`config.mk`:
```
export PLATFORM = sky130hd
export DESIGN_NAME = spi_rtc_regfile
export DESIGN_NICKNAME = d
export VERILOG_FILES = /design/src/rtl/spi_rtc_regfile_pkg.sv /design/src/rtl/spi_rtc_sync.sv /design/src/rtl/spi_rtc_shifter.sv /design/src/rtl/spi_rtc_regbank.sv /design/src/rtl/spi_rtc_regfile.sv
export SDC_FILE = /design/constraint.sdc
export NUM_CORES = 1
export LEC_CHECK = 0
export CAP_MARGIN = 15
export CORE_MARGIN = 5
export CORE_UTILIZATION = 35
export CTS_BUF_LIST = sky130_fd_sc_hd__clkbuf_8
export DETAILED_ROUTE_END_ITERATION = 10
export GPL_TIMING_DRIVEN = 0
export SYNTH_ARGS = -nofsm -noshare
export SYNTH_HDL_FRONTEND = slang
export SYNTH_SLANG_ARGS = --single-unit
```
`constraint.sdc`:
```
create_clock -name clk -period 3.75 [get_ports clk]
set_clock_uncertainty 0.05 [all_clocks]
set_input_delay 0.375 -clock clk [delete_from_list [all_inputs] [get_ports clk]]
set_output_delay 0.375 -clock clk [all_outputs]
set_load 0.02 [all_outputs]
```
`src/rtl/spi_rtc_regfile_pkg.sv`:
```
package spi_rtc_regfile_pkg;

    localparam int ADDR_W      = 7;
    localparam int DATA_W      = 8;
    localparam int NUM_CORE    = 15;          // time 0x00-0x06, alarms 0x07-0x0E
    localparam int RAM_BASE    = 32;          // scratch RAM starts at 0x20
    localparam int WP_BIT      = 6;

    localparam logic [ADDR_W-1:0] A_CTRL    = 7'h0F;
    localparam logic [ADDR_W-1:0] A_STATUS  = 7'h10;
    localparam logic [ADDR_W-1:0] A_TRICKLE = 7'h11;

    localparam logic [DATA_W-1:0] CTRL_KEEP  = 8'h47;
    localparam logic [DATA_W-1:0] CTRL_RESET = 8'h40;

    typedef enum logic {PH_CMD, PH_DATA} phase_t;

    typedef struct packed {
        logic              wr;
        logic [ADDR_W-1:0] addr;
    } cmd_t;

    function automatic cmd_t decode_cmd(input logic [DATA_W-1:0] b);
        cmd_t c;
        c.wr   = b[DATA_W-1];
        c.addr = b[ADDR_W-1:0];
        return c;
    endfunction

    // Next control value: only the protect flag may move while protection is on.
    function automatic logic [DATA_W-1:0] ctrl_next(input logic [DATA_W-1:0] cur,
                                                    input logic [DATA_W-1:0] wdat);
        logic [DATA_W-1:0] n;
        if (cur[WP_BIT]) begin
            n         = cur;
            n[WP_BIT] = wdat[WP_BIT];
        end else begin
            n = wdat & CTRL_KEEP;
        end
        return n;
    endfunction

endpackage

```
`src/rtl/spi_rtc_sync.sv`:
```
module spi_rtc_sync #(
    parameter int STAGES = 2
) (
    input  logic clk,
    input  logic rst,
    input  logic sck_i,
    input  logic mosi_i,
    input  logic ce_i,
    output logic sck_rise,
    output logic sck_fall,
    output logic mosi_s,
    output logic ce_s
);
    localparam int TOP = STAGES - 1;

    logic [TOP:0] sck_p, mosi_p, ce_p;
    logic         sck_d;

    always_ff @(posedge clk) begin
        if (rst) begin
            sck_p  <= '0;
            mosi_p <= '0;
            ce_p   <= '0;
            sck_d  <= 1'b0;
        end else begin
            sck_p  <= {sck_p[TOP-1:0], sck_i};
            mosi_p <= {mosi_p[TOP-1:0], mosi_i};
            ce_p   <= {ce_p[TOP-1:0], ce_i};
            sck_d  <= sck_p[TOP];
        end
    end

    assign sck_rise = sck_p[TOP] & ~sck_d;
    assign sck_fall = ~sck_p[TOP] & sck_d;
    assign mosi_s   = mosi_p[TOP];
    assign ce_s     = ce_p[TOP];

endmodule

```
`src/rtl/spi_rtc_shifter.sv`:
```
module spi_rtc_shifter
    import spi_rtc_regfile_pkg::*;
(
    input  logic              clk,
    input  logic              rst,
    input  logic              ce_s,
    input  logic              sck_rise,
    input  logic              sck_fall,
    input  logic              mosi_s,
    input  logic              load_en,
    input  logic [DATA_W-1:0] load_data,
    output logic              byte_done,
    output logic [DATA_W-1:0] rx_byte,
    output logic              miso_q
);
    localparam int CNT_W = $clog2(DATA_W);

    logic [CNT_W-1:0]  bit_cnt;
    logic [DATA_W-1:0] rx_q;
    logic [DATA_W-1:0] tx_q;

    assign byte_done = sck_rise && (bit_cnt == CNT_W'(DATA_W - 1));
    assign rx_byte   = {rx_q[DATA_W-2:0], mosi_s};

    always_ff @(posedge clk) begin
        if (rst || !ce_s) begin
            bit_cnt <= '0;
            rx_q    <= '0;
            tx_q    <= '0;
            miso_q  <= 1'b0;
        end else begin
            if (sck_rise) begin
                rx_q    <= rx_byte;
                bit_cnt <= bit_cnt + 1'b1;
            end
            if (load_en) begin
                tx_q <= load_data;
            end else if (sck_fall) begin
                miso_q <= tx_q[DATA_W-1];
                tx_q   <= {tx_q[DATA_W-2:0], 1'b0};
            end
        end
    end

    // a partly shifted byte never survives a dropped chip enable
    a_r9_count_cleared: assert property (@(posedge clk) disable iff (rst)
        !ce_s |=> (bit_cnt == '0));

endmodule

```
`src/rtl/spi_rtc_regbank.sv`:
```
module spi_rtc_regbank
    import spi_rtc_regfile_pkg::*;
#(
    parameter int RAM_DEPTH = 32
) (
    input  logic              clk,
    input  logic              rst,
    input  logic              wr_en,
    input  logic [ADDR_W-1:0] wr_addr,
    input  logic [DATA_W-1:0] wr_data,
    input  logic [ADDR_W-1:0] rd_addr,
    output logic [DATA_W-1:0] rd_data,
    input  logic [ADDR_W-1:0] dbg_addr,
    output logic [DATA_W-1:0] dbg_data
);
    localparam int CIW     = $clog2(NUM_CORE);
    localparam int RIW     = $clog2(RAM_DEPTH);
    localparam int RAM_END = RAM_BASE + RAM_DEPTH;
    localparam int NPORT   = 2;

    logic [NUM_CORE-1:0][DATA_W-1:0]  core_q;
    logic [RAM_DEPTH-1:0][DATA_W-1:0] ram_q;
    logic [DATA_W-1:0]                ctrl_q;
    logic [DATA_W-1:0]                trickle_q;

    logic              wr_in_ram;
    logic [ADDR_W-1:0] wr_off;
    logic [RIW-1:0]    wr_idx;

    assign wr_in_ram = (32'(wr_addr) >= RAM_BASE) && (32'(wr_addr) < RAM_END);
    assign wr_off    = wr_addr - ADDR_W'(RAM_BASE);
    assign wr_idx    = wr_off[RIW-1:0];

    always_ff @(posedge clk) begin
        if (rst) begin
            core_q    <= '0;
            ram_q     <= '0;
            trickle_q <= '0;
            ctrl_q    <= CTRL_RESET;
        end else if (wr_en) begin
            if (wr_addr == A_CTRL) begin
                ctrl_q <= ctrl_next(ctrl_q, wr_data);
            end else if (!ctrl_q[WP_BIT]) begin
                if (32'(wr_addr) < NUM_CORE)
                    core_q[wr_addr[CIW-1:0]] <= wr_data;
                else if (wr_addr == A_TRICKLE)
                    trickle_q <= wr_data;
                else if (wr_in_ram)
                    ram_q[wr_idx] <= wr_data;
            end
        end
    end

    // Two identical read ports: one for the serial path, one for debug.
    for (genvar p = 0; p < NPORT; p++) begin : g_port
        logic [ADDR_W-1:0] a;
        logic [ADDR_W-1:0] off;
        logic [DATA_W-1:0] d;
        assign a   = (p == 0) ? rd_addr : dbg_addr;
        assign off = a - ADDR_W'(RAM_BASE);
        always_comb begin
            d = '0;
            if (32'(a) < NUM_CORE)
                d = core_q[a[CIW-1:0]];
            else if (a == A_CTRL)
                d = ctrl_q;
            else if (a == A_TRICKLE)
                d = trickle_q;
            else if ((32'(a) >= RAM_BASE) && (32'(a) < RAM_END))
                d = ram_q[off[RIW-1:0]];
        end
    end

    assign rd_data  = g_port[0].d;
    assign dbg_data = g_port[1].d;

    // a protected write leaves every data register as it was
    a_r4_wp_blocks: assert property (@(posedge clk) disable iff (rst)
        (wr_en && ctrl_q[WP_BIT] && wr_addr != A_CTRL)
        |=> ($stable(core_q) && $stable(ram_q) && $stable(trickle_q)));

    // enable bits survive a control write made under protection
    a_r5_ctrl_guarded: assert property (@(posedge clk) disable iff (rst)
        (wr_en && ctrl_q[WP_BIT] && wr_addr == A_CTRL)
        |=> (ctrl_q[2:0] == $past(ctrl_q[2:0])));

    // unused control bits never become set
    a_r5_ctrl_unused: assert property (@(posedge clk) disable iff (rst)
        (ctrl_q & ~CTRL_KEEP) == '0);

endmodule

```
`src/rtl/spi_rtc_regfile.sv`:
```
module spi_rtc_regfile
    import spi_rtc_regfile_pkg::*;
#(
    parameter int RAM_DEPTH   = 32,
    parameter int SYNC_STAGES = 2
) (
    input  logic              clk,
    input  logic              rst,
    input  logic              spi_sck,
    input  logic              spi_mosi,
    input  logic              spi_ce,
    output logic              spi_miso,
    input  logic [ADDR_W-1:0] dbg_addr,
    output logic [DATA_W-1:0] dbg_data
);
    logic              sck_rise, sck_fall, mosi_s, ce_s;
    logic              byte_done, miso_q;
    logic [DATA_W-1:0] rx_byte;
    logic [DATA_W-1:0] rd_data;
    logic [ADDR_W-1:0] rd_addr;
    logic              load_en, wr_en;

    phase_t            phase_q;
    logic              wr_q;
    logic [ADDR_W-1:0] ptr_q;
    cmd_t              cmd;

    spi_rtc_sync #(.STAGES(SYNC_STAGES)) u_sync (
        .clk      (clk),
        .rst      (rst),
        .sck_i    (spi_sck),
        .mosi_i   (spi_mosi),
        .ce_i     (spi_ce),
        .sck_rise (sck_rise),
        .sck_fall (sck_fall),
        .mosi_s   (mosi_s),
        .ce_s     (ce_s)
    );

    assign cmd     = decode_cmd(rx_byte);
    assign rd_addr = (phase_q == PH_CMD) ? cmd.addr : ptr_q;
    assign load_en = byte_done && ((phase_q == PH_CMD) ? !cmd.wr : !wr_q);
    assign wr_en   = byte_done && (phase_q == PH_DATA) && wr_q;

    spi_rtc_shifter u_shift (
        .clk       (clk),
        .rst       (rst),
        .ce_s      (ce_s),
        .sck_rise  (sck_rise),
        .sck_fall  (sck_fall),
        .mosi_s    (mosi_s),
        .load_en   (load_en),
        .load_data (rd_data),
        .byte_done (byte_done),
        .rx_byte   (rx_byte),
        .miso_q    (miso_q)
    );

    // Transaction sequencer: command byte first, then a walking pointer.
    always_ff @(posedge clk) begin
        if (rst || !ce_s) begin
            phase_q <= PH_CMD;
            wr_q    <= 1'b0;
            ptr_q   <= '0;
        end else if (byte_done) begin
            if (phase_q == PH_CMD) begin
                phase_q <= PH_DATA;
                wr_q    <= cmd.wr;
                ptr_q   <= cmd.wr ? cmd.addr : cmd.addr + 1'b1;
            end else begin
                ptr_q <= ptr_q + 1'b1;
            end
        end
    end

    spi_rtc_regbank #(.RAM_DEPTH(RAM_DEPTH)) u_bank (
        .clk      (clk),
        .rst      (rst),
        .wr_en    (wr_en),
        .wr_addr  (ptr_q),
        .wr_data  (rx_byte),
        .rd_addr  (rd_addr),
        .rd_data  (rd_data),
        .dbg_addr (dbg_addr),
        .dbg_data (dbg_data)
    );

    assign spi_miso = ce_s && (phase_q == PH_DATA) && !wr_q && miso_q;

    // nothing leaves on MISO while the command byte is shifting in
    a_r8_quiet_in_cmd: assert property (@(posedge clk) disable iff (rst)
        (phase_q == PH_CMD) |-> !spi_miso);

    // a write transaction keeps MISO low
    a_r8_quiet_in_write: assert property (@(posedge clk) disable iff (rst)
        (phase_q == PH_DATA && wr_q) |-> !spi_miso);

    // each data byte moves the pointer by one, wrapping at the top
    a_r3_ptr_step: assert property (@(posedge clk) disable iff (rst)
        (byte_done && phase_q == PH_DATA && ce_s)
        |=> (ptr_q == $past(ptr_q) + 1'b1));

    // a dropped chip enable returns the sequencer to the command phase
    a_r9_fresh_cmd: assert property (@(posedge clk) disable iff (rst)
        !ce_s |=> (phase_q == PH_CMD));

endmodule

```
Yosys cells after proc, flatten, opt, wreduce, memory -nomap -nowiden
Index checks and enable logic that the tools add are counted.
- output and inout port bits: 9
- input bits: 12
- word-level logic and storage cells: 153
- register bits: 423
- reductions and logical operators: 24
- $lt $le $gt $ge: 17
- muxes and demuxes: 28
- eq/ne operators: 7
- $add $sub $neg: 6
- bitwise operators: 10
- operator list (kind ; number):
    256-bit bitwise mux ; 1
    8-bit 2-to-1 mux ; 16
    120-bit bitwise mux ; 1
    8-bit binary-select mux with 5-bit select ; 2
    8-bit binary-select mux with 4-bit select ; 2
    8-bit demux with 5-bit select ; 1
    8-bit demux with 4-bit select ; 1
    7-bit by 4-bit equality test with 1-bit output, second input constant ; 3
    7-bit by 5-bit equality test with 1-bit output, second input constant ; 3
    7-bit by 6-bit greater-or-equal comparator with 1-bit output, second input constant ; 3
    7-bit by 4-bit < comparator with 1-bit output, second input constant ; 3
    7-bit < comparator, second input constant ; 3
    7-bit 2-to-1 mux ; 3
    5-bit by 6-bit < comparator with 1-bit output, second input constant ; 3
    4-bit by 5-bit < comparator with 1-bit output, second input constant ; 3
    5-bit by 1-bit subtractor with 5-bit output, second input constant ; 3
    7-bit by 1-bit adder with 7-bit output, second input constant ; 2
    1-bit logical AND ; 12
    1-bit NOT ; 8
    2-bit AND reduction ; 3
    6-bit AND reduction ; 1
    5-bit by 1-bit greater-or-equal comparator with 1-bit output, second input constant ; 1
    5-bit AND reduction ; 1
    4-bit by 1-bit greater-or-equal comparator with 1-bit output, second input constant ; 1
    9 further kinds ; 12

Depth between registers and ports, before layout
- word-level depth: 9
- gate-level depth with buffers: 11
- mapped depth without buffers: 8

By module
From an unflattened synthesis, not the netlist that was laid out.
- cell total of the unflattened synthesis: 2477
- area, all modules: 22270.1 µm²
- modules (own cells, without submodules) (module ; area an instance (µm²) ; cells an instance ; sequential area each (µm²) ; instances):
    spi_rtc_regbank ; 20533.4 ; 2298 ; 7767.4 ; 1
    spi_rtc_shifter ; 835.8 ; 76 ; 380.4 ; 1
    spi_rtc_regfile ; 704.4 ; 87 ; 180.2 ; 1
    spi_rtc_sync ; 196.4 ; 16 ; 140.1 ; 1

Worst setup path after synthesis
OpenSTA, ideal clock, no wires.
- path type: input port to output port
- from: input port dbg_addr[0]
- to: output port dbg_data[3]
- stages on the path: 6
- required time: 3.325 ns
- arrival: 2.546 ns
- buffers on the path: 2
- path slack: 0.779 ns
- cell sequence: buf_2 buf_1 mux4_2 mux4_2 a22oi_1 o21ai_0
- word-level cells in the longest chain between the ends: 7
- elaborated cells on any way between the ends: 15
- classes of those cells: add/sub (1); order compare (3); eq/ne (2); mux (8); reduce/logical (1)
- ends and longest elaborated chain (what ; line ; text):
    from (decl) ; spi_rtc_regfile.sv:13 ; input logic [ADDR_W-1:0] dbg_addr,
    5-bit by 1-bit subtractor with 5-bit output ; spi_rtc_regbank.sv:60 ; assign off = a - ADDR_W'(RAM_BASE);
    8-bit binary-select mux with 5-bit select ; spi_rtc_regbank.sv:70 ; d = ram_q[off[RIW-1:0]];
    8-bit 2-to-1 mux (implied by the code) ; spi_rtc_regbank.sv:70 ;
    8-bit 2-to-1 mux ; spi_rtc_regbank.sv:69 ; else if ((32'(a) >= RAM_BASE) && (32'(a) < RAM_END))
    8-bit 2-to-1 mux ; spi_rtc_regbank.sv:67 ; else if (a == A_TRICKLE)
    8-bit 2-to-1 mux ; spi_rtc_regbank.sv:65 ; else if (a == A_CTRL)
    8-bit 2-to-1 mux (*) ; spi_rtc_regbank.sv:63 ; if (32'(a) < NUM_CORE)
    to (decl) ; spi_rtc_regfile.sv:14 ; output logic [DATA_W-1:0] dbg_data
Every way passes the cells marked *; elsewhere a longest branch is shown, timed or not. The select of a mux whose other input is x is not followed.

Final worst setup path
- from: register u_sync.mosi_p[1]
- to: register u_shift.tx_q[5]
- word-level cells in the longest chain between the ends: 9
- elaborated cells on any way between the ends: 17
- classes of those cells: add/sub (1); order compare (3); eq/ne (2); mux (10); reduce/logical (1)
- ends and longest elaborated chain (what ; line ; text):
    from (decl) ; spi_rtc_sync.sv:16 ; logic [TOP:0] sck_p, mosi_p, ce_p;
    from (signal assigned) ; spi_rtc_sync.sv:27 ; mosi_p <= {mosi_p[TOP-1:0], mosi_i};
    7-bit 2-to-1 mux (*) ; spi_rtc_regfile.sv:41 ; assign rd_addr = (phase_q == PH_CMD) ? cmd.addr : ptr_q;
    5-bit by 1-bit subtractor with 5-bit output ; spi_rtc_regbank.sv:60 ;
    8-bit binary-select mux with 5-bit select ; spi_rtc_regbank.sv:70 ;
    8-bit 2-to-1 mux (implied by the code) ; spi_rtc_regbank.sv:70 ;
    8-bit 2-to-1 mux ; spi_rtc_regbank.sv:69 ;
    8-bit 2-to-1 mux ; spi_rtc_regbank.sv:67 ;
    8-bit 2-to-1 mux ; spi_rtc_regbank.sv:65 ;
    8-bit 2-to-1 mux (*) ; spi_rtc_regbank.sv:63 ;
    8-bit 2-to-1 mux (*) ; spi_rtc_shifter.sv:36 ; if (load_en) begin
    to (signal assigned) ; spi_rtc_shifter.sv:37 ; tx_q <= load_data;
    to (signal assigned) ; spi_rtc_shifter.sv:40 ; tx_q <= {tx_q[DATA_W-2:0], 1'b0};
    to (decl) ; spi_rtc_shifter.sv:20 ; logic [DATA_W-1:0] tx_q;
Marked as above.
A chain may end at the register's enable or synchronous reset.

==> out/metrics.csv <==
stage,metric,value,unit
cts,# clock sinks,423,
drt,number of DRC markers in iteration 0,4070,
critical_path,Reg2Reg Depth,7,
floorplan,row count,93,
sta,final setup vio count,5,
drt,Routed WL,111000,µm
synthesis,Synth area leaders,"dfxtp_1 (38%), mux4_2 (14%), nand2_1 (11%)",
grt,first-pass GRT wire length,156000,µm
synthesis,Post-synth top cells,"nand2_1 (636), dfxtp_1 (423), a21oi_1 (386), clkbuf_1 (172), o21ai_0 (154)",
synthesis,syn avg cell area,8.56,µm²
power,maximum VDD drop,245,µV
grt,largest net degree at the start of global routing,20,
grt,all-layer global routing usage,30.6,%
floorplan,Placeable Area,64100,µm²
critical_path,r2r startpoint,u_sync.mosi_p[1],
cts,Max Root-Sink Buffers,3,
finish,share of cells above drive strength 1,13.7,%
synthesis,number of enable flip-flop cells after synthesis,0,
critical_path,Worst Setup EP,u_shift.tx_q[5],
synthesis,most common cell in the synthesized netlist,nand2_1,
finish,Fillers,6530,
cts,clk_lat worst skew,0.70,ns
sta,Worst slew margin,17.3,%
sta,Final Hold Slack,0.204,ns
cts,CTS Buf Count,77,
sta,fraction of the cycle the final worst path needs,102,%
synthesis,Cell variety after synth,81,
placement,placed inst area,23800,µm²
synthesis,Syn Nets,2650,
cts,Setup Buffers After CTS,0,
synthesis,async set-reset flop share out of synthesis,0,%
critical_path,crit path cell chain,"clkbuf_2, mux2i_1, clkbuf_1, mux2i_1, o2111ai_1, o22ai_1, o31a_1",
synthesis,Ys Warns,0,
critical_path,"Max stage delay cell, worst path",clkbuf_1,
synthesis,top_reg_cell synth,dfxtp_1,
grt,initial antenna violation count,5,
critical_path,CP Capture Type,register,
critical_path,Reg-to-Reg End,u_shift.tx_q[5],
critical_path,Worst R2R Setup Slack,-0.06,ns
critical_path,Worst Setup SP,u_sync.mosi_p[1],
cts,clock root cell,clkbuf_8,
synthesis,largest area contributor in the netlist,dfxtp_1,
critical_path,Crit path top cell by count,mux2i_1,
finish,Final nets,2748,
floorplan,height of the die,264,µm
drt,drt wl/cell,30.5,µm
sta,slew of the pin with the lowest slew margin,1.23,ns
job,max-cap viol count,0,
run_status,failing checks,negative setup slack,
sta,final worst path period need,3.81,ns
cts,H-tree lvl count,3,
power,PD cells,376,nW/µm²
critical_path,critical path's largest stage delay,0.93,ns
drt,Remaining DRCs,0,
finish,Layout area overhead,13.6,%
finish,"Design Area, Final",25600,µm²
critical_path,Critical Path RT,4.28,ns
placement,DP Wirelength,81000,µm
cts,Clock transition at path regs,0.05,ns
drt,antenna-violating nets left,0,
synthesis,"Seq/Total Area, Yosys",37.6,%
sta,max-slew violations,0,
critical_path,WP data arrival,4.34,ns
grt,vias in the first global route,21092,
floorplan,die area,69500,µm²
drt,Vias,23171,
power,Pleak,0.00808,µW
synthesis,synthesized cell area,22500,µm²
placement,Placer Congestion,1.12,
sta,"Hold Vio Cnt, Final",0,
run_status,status,"finished, violations left",
critical_path,crit path max fanout,11,
cts,CTS tree,done,
drt,vias per cell,6.36,
floorplan,IO Pins,21,
synthesis,"flops & latches, synth",423,
floorplan,die width,264,µm
synthesis,top-area cell type share of the netlist area,37.6,%
sta,worst setup margin,-0.0577,ns
sta,unrepaired setup endpoints after global routing,false,
power,Tot Pwr,9610,µW
sta,max frequency,263,MHz
worst_hold_path,HP Class,input pin to register,
critical_path,Worst Setup Start Kind,register,
synthesis,cells after synthesis,2631,
drt,Initial DRT Pass Iterations,8,
critical_path,crit path kind,register to register,
placement,DP Worst Slack,-1.54,ns
placement,I/O Buffers,16,
floorplan,starting utilization of the core area,35.1,%
grt,GRT overflow,0,
[worst min-delay path by stage]
stage | start | endpoint | slack, ns | depth (start not counted)
after global placement | u_sync.sck_p[0] | u_sync.sck_p[1] | 0.38 | 1
after global routing | spi_ce | u_sync.ce_p[0] | 0.21 | 2
after floorplan | u_sync.ce_p[0] | u_sync.ce_p[1] | 0.36 | 1
final | spi_ce | u_sync.ce_p[0] | 0.20 | 2
after CTS | spi_ce | u_sync.ce_p[0] | 0.17 | 2
after detailed placement | u_sync.sck_p[0] | u_sync.sck_p[1] | 0.38 | 1
[repair_timing]
action                     in CTS  in global routing
resized for setup              86                 26
setup endpoints to repair      15                 19
hold buffers                    0                  0
[stage by stage]
stage	TNS, ns	util [%]	cells
global route	0	39.9	3640
finish	-0.166	39.9	3643
detailed placement	-11.50	37.1	3507
CTS	-0.613	39.8	3639
global placement	-12.12	37.0	3502
floorplan	0	-	2631
[report_power, final]
group          internal [µW]  switching, µW  total, µW
clock                   2510           2130       4640
sequential              4500           1.99       4500
combinational            127            339        466
total                   7140           2470       9610
[worst max-delay path, delay by kind of cell, from the launching register on]
kind | cells | cell delay (ns)
flops | 1 | 0.34
buf+inv | 2 | 1.29
compound gates | 3 | 0.90
mux | 2 | 1.09
[placed cells by master, fill, tap and decap left out, types with 6 or more instances in the layout]
| master | count |
|---|---|
| mux2i_1 | 114 |
| nand3_1 | 130 |
| o22ai_1 | 19 |
| a211o_1 | 8 |
| nand4_1 | 21 |
| mux4_1 | 6 |
| nand2_1 | 636 |
| buf_6 | 8 |
| clkbuf_1 | 157 |
| clkbuf_8 | 101 |
| nand2b_1 | 7 |
| buf_12 | 7 |
| nor2_1 | 112 |
| a221oi_1 | 11 |
| dfxtp_1 | 423 |
| inv_1 | 32 |
| mux2_2 | 24 |
| ha_1 | 7 |
| a21o_1 | 8 |
| clkbuf_2 | 14 |
| nor2b_1 | 17 |
| o21ai_0 | 150 |
| buf_1 | 6 |
| a21oi_1 | 386 |
| buf_2 | 26 |
| o2bb2ai_1 | 6 |
| a31oi_1 | 7 |
| nor3_1 | 19 |
| clkdlybuf4s50_1 | 6 |
| a22oi_1 | 17 |
| and2_1 | 10 |
| buf_4 | 13 |
| mux4_2 | 142 |
[sequential cells by signal, summed over array words and instances, names as in the netlist]
signal and count:
phase_q 1, ptr_q 7, u_bank.core_q 120, u_bank.ctrl_q 4
u_bank.ram_q 256, u_bank.trickle_q 8, u_shift.bit_cnt 3, u_shift.miso_q 1
u_shift.rx_q 7, u_shift.tx_q 8, u_sync.ce_p 2, u_sync.mosi_p 2
u_sync.sck_d 1, u_sync.sck_p 2, wr_q 1
[cell type report]
class	instances	area [µm²]	share of cell area, %
tap	855	1070	4.18
clock buffer	100	1380	5.38
antenna	5	12.5	0.0489
sequential	423	8470	33.1
buffer	232	1190	4.65
clock inverter	33	195	0.763
timing repair buffer	22	195	0.763
multi-input combinational	1967	13100	51.0
inverter	6	22.5	0.0880
[metal layers]
layer  share of wire (%)  routed length (µm)  vias up  track usage (%)
met3                  13               14600      417             8.74
met5               0.070                  78        -                0
met1                  39               43200    11266             41.4
met2                  41               45300     1827             43.8
met4                 7.2                8030        4             17.1
li1                    -                   -     9657                -
[cell families after synthesis]
group	count (synthesis)	synth area share, %
AO/OA/AOI/OAI	672	16.7
buffers and inverters	241	4.63
XOR/XNOR	7	0.272
multiplexers	290	21.5
AND/OR/NAND/NOR	991	18.9
flip-flops	423	37.6
adder cells (fa/ha/maj)	7	0.389
Power figures use the tool's default switching activity.
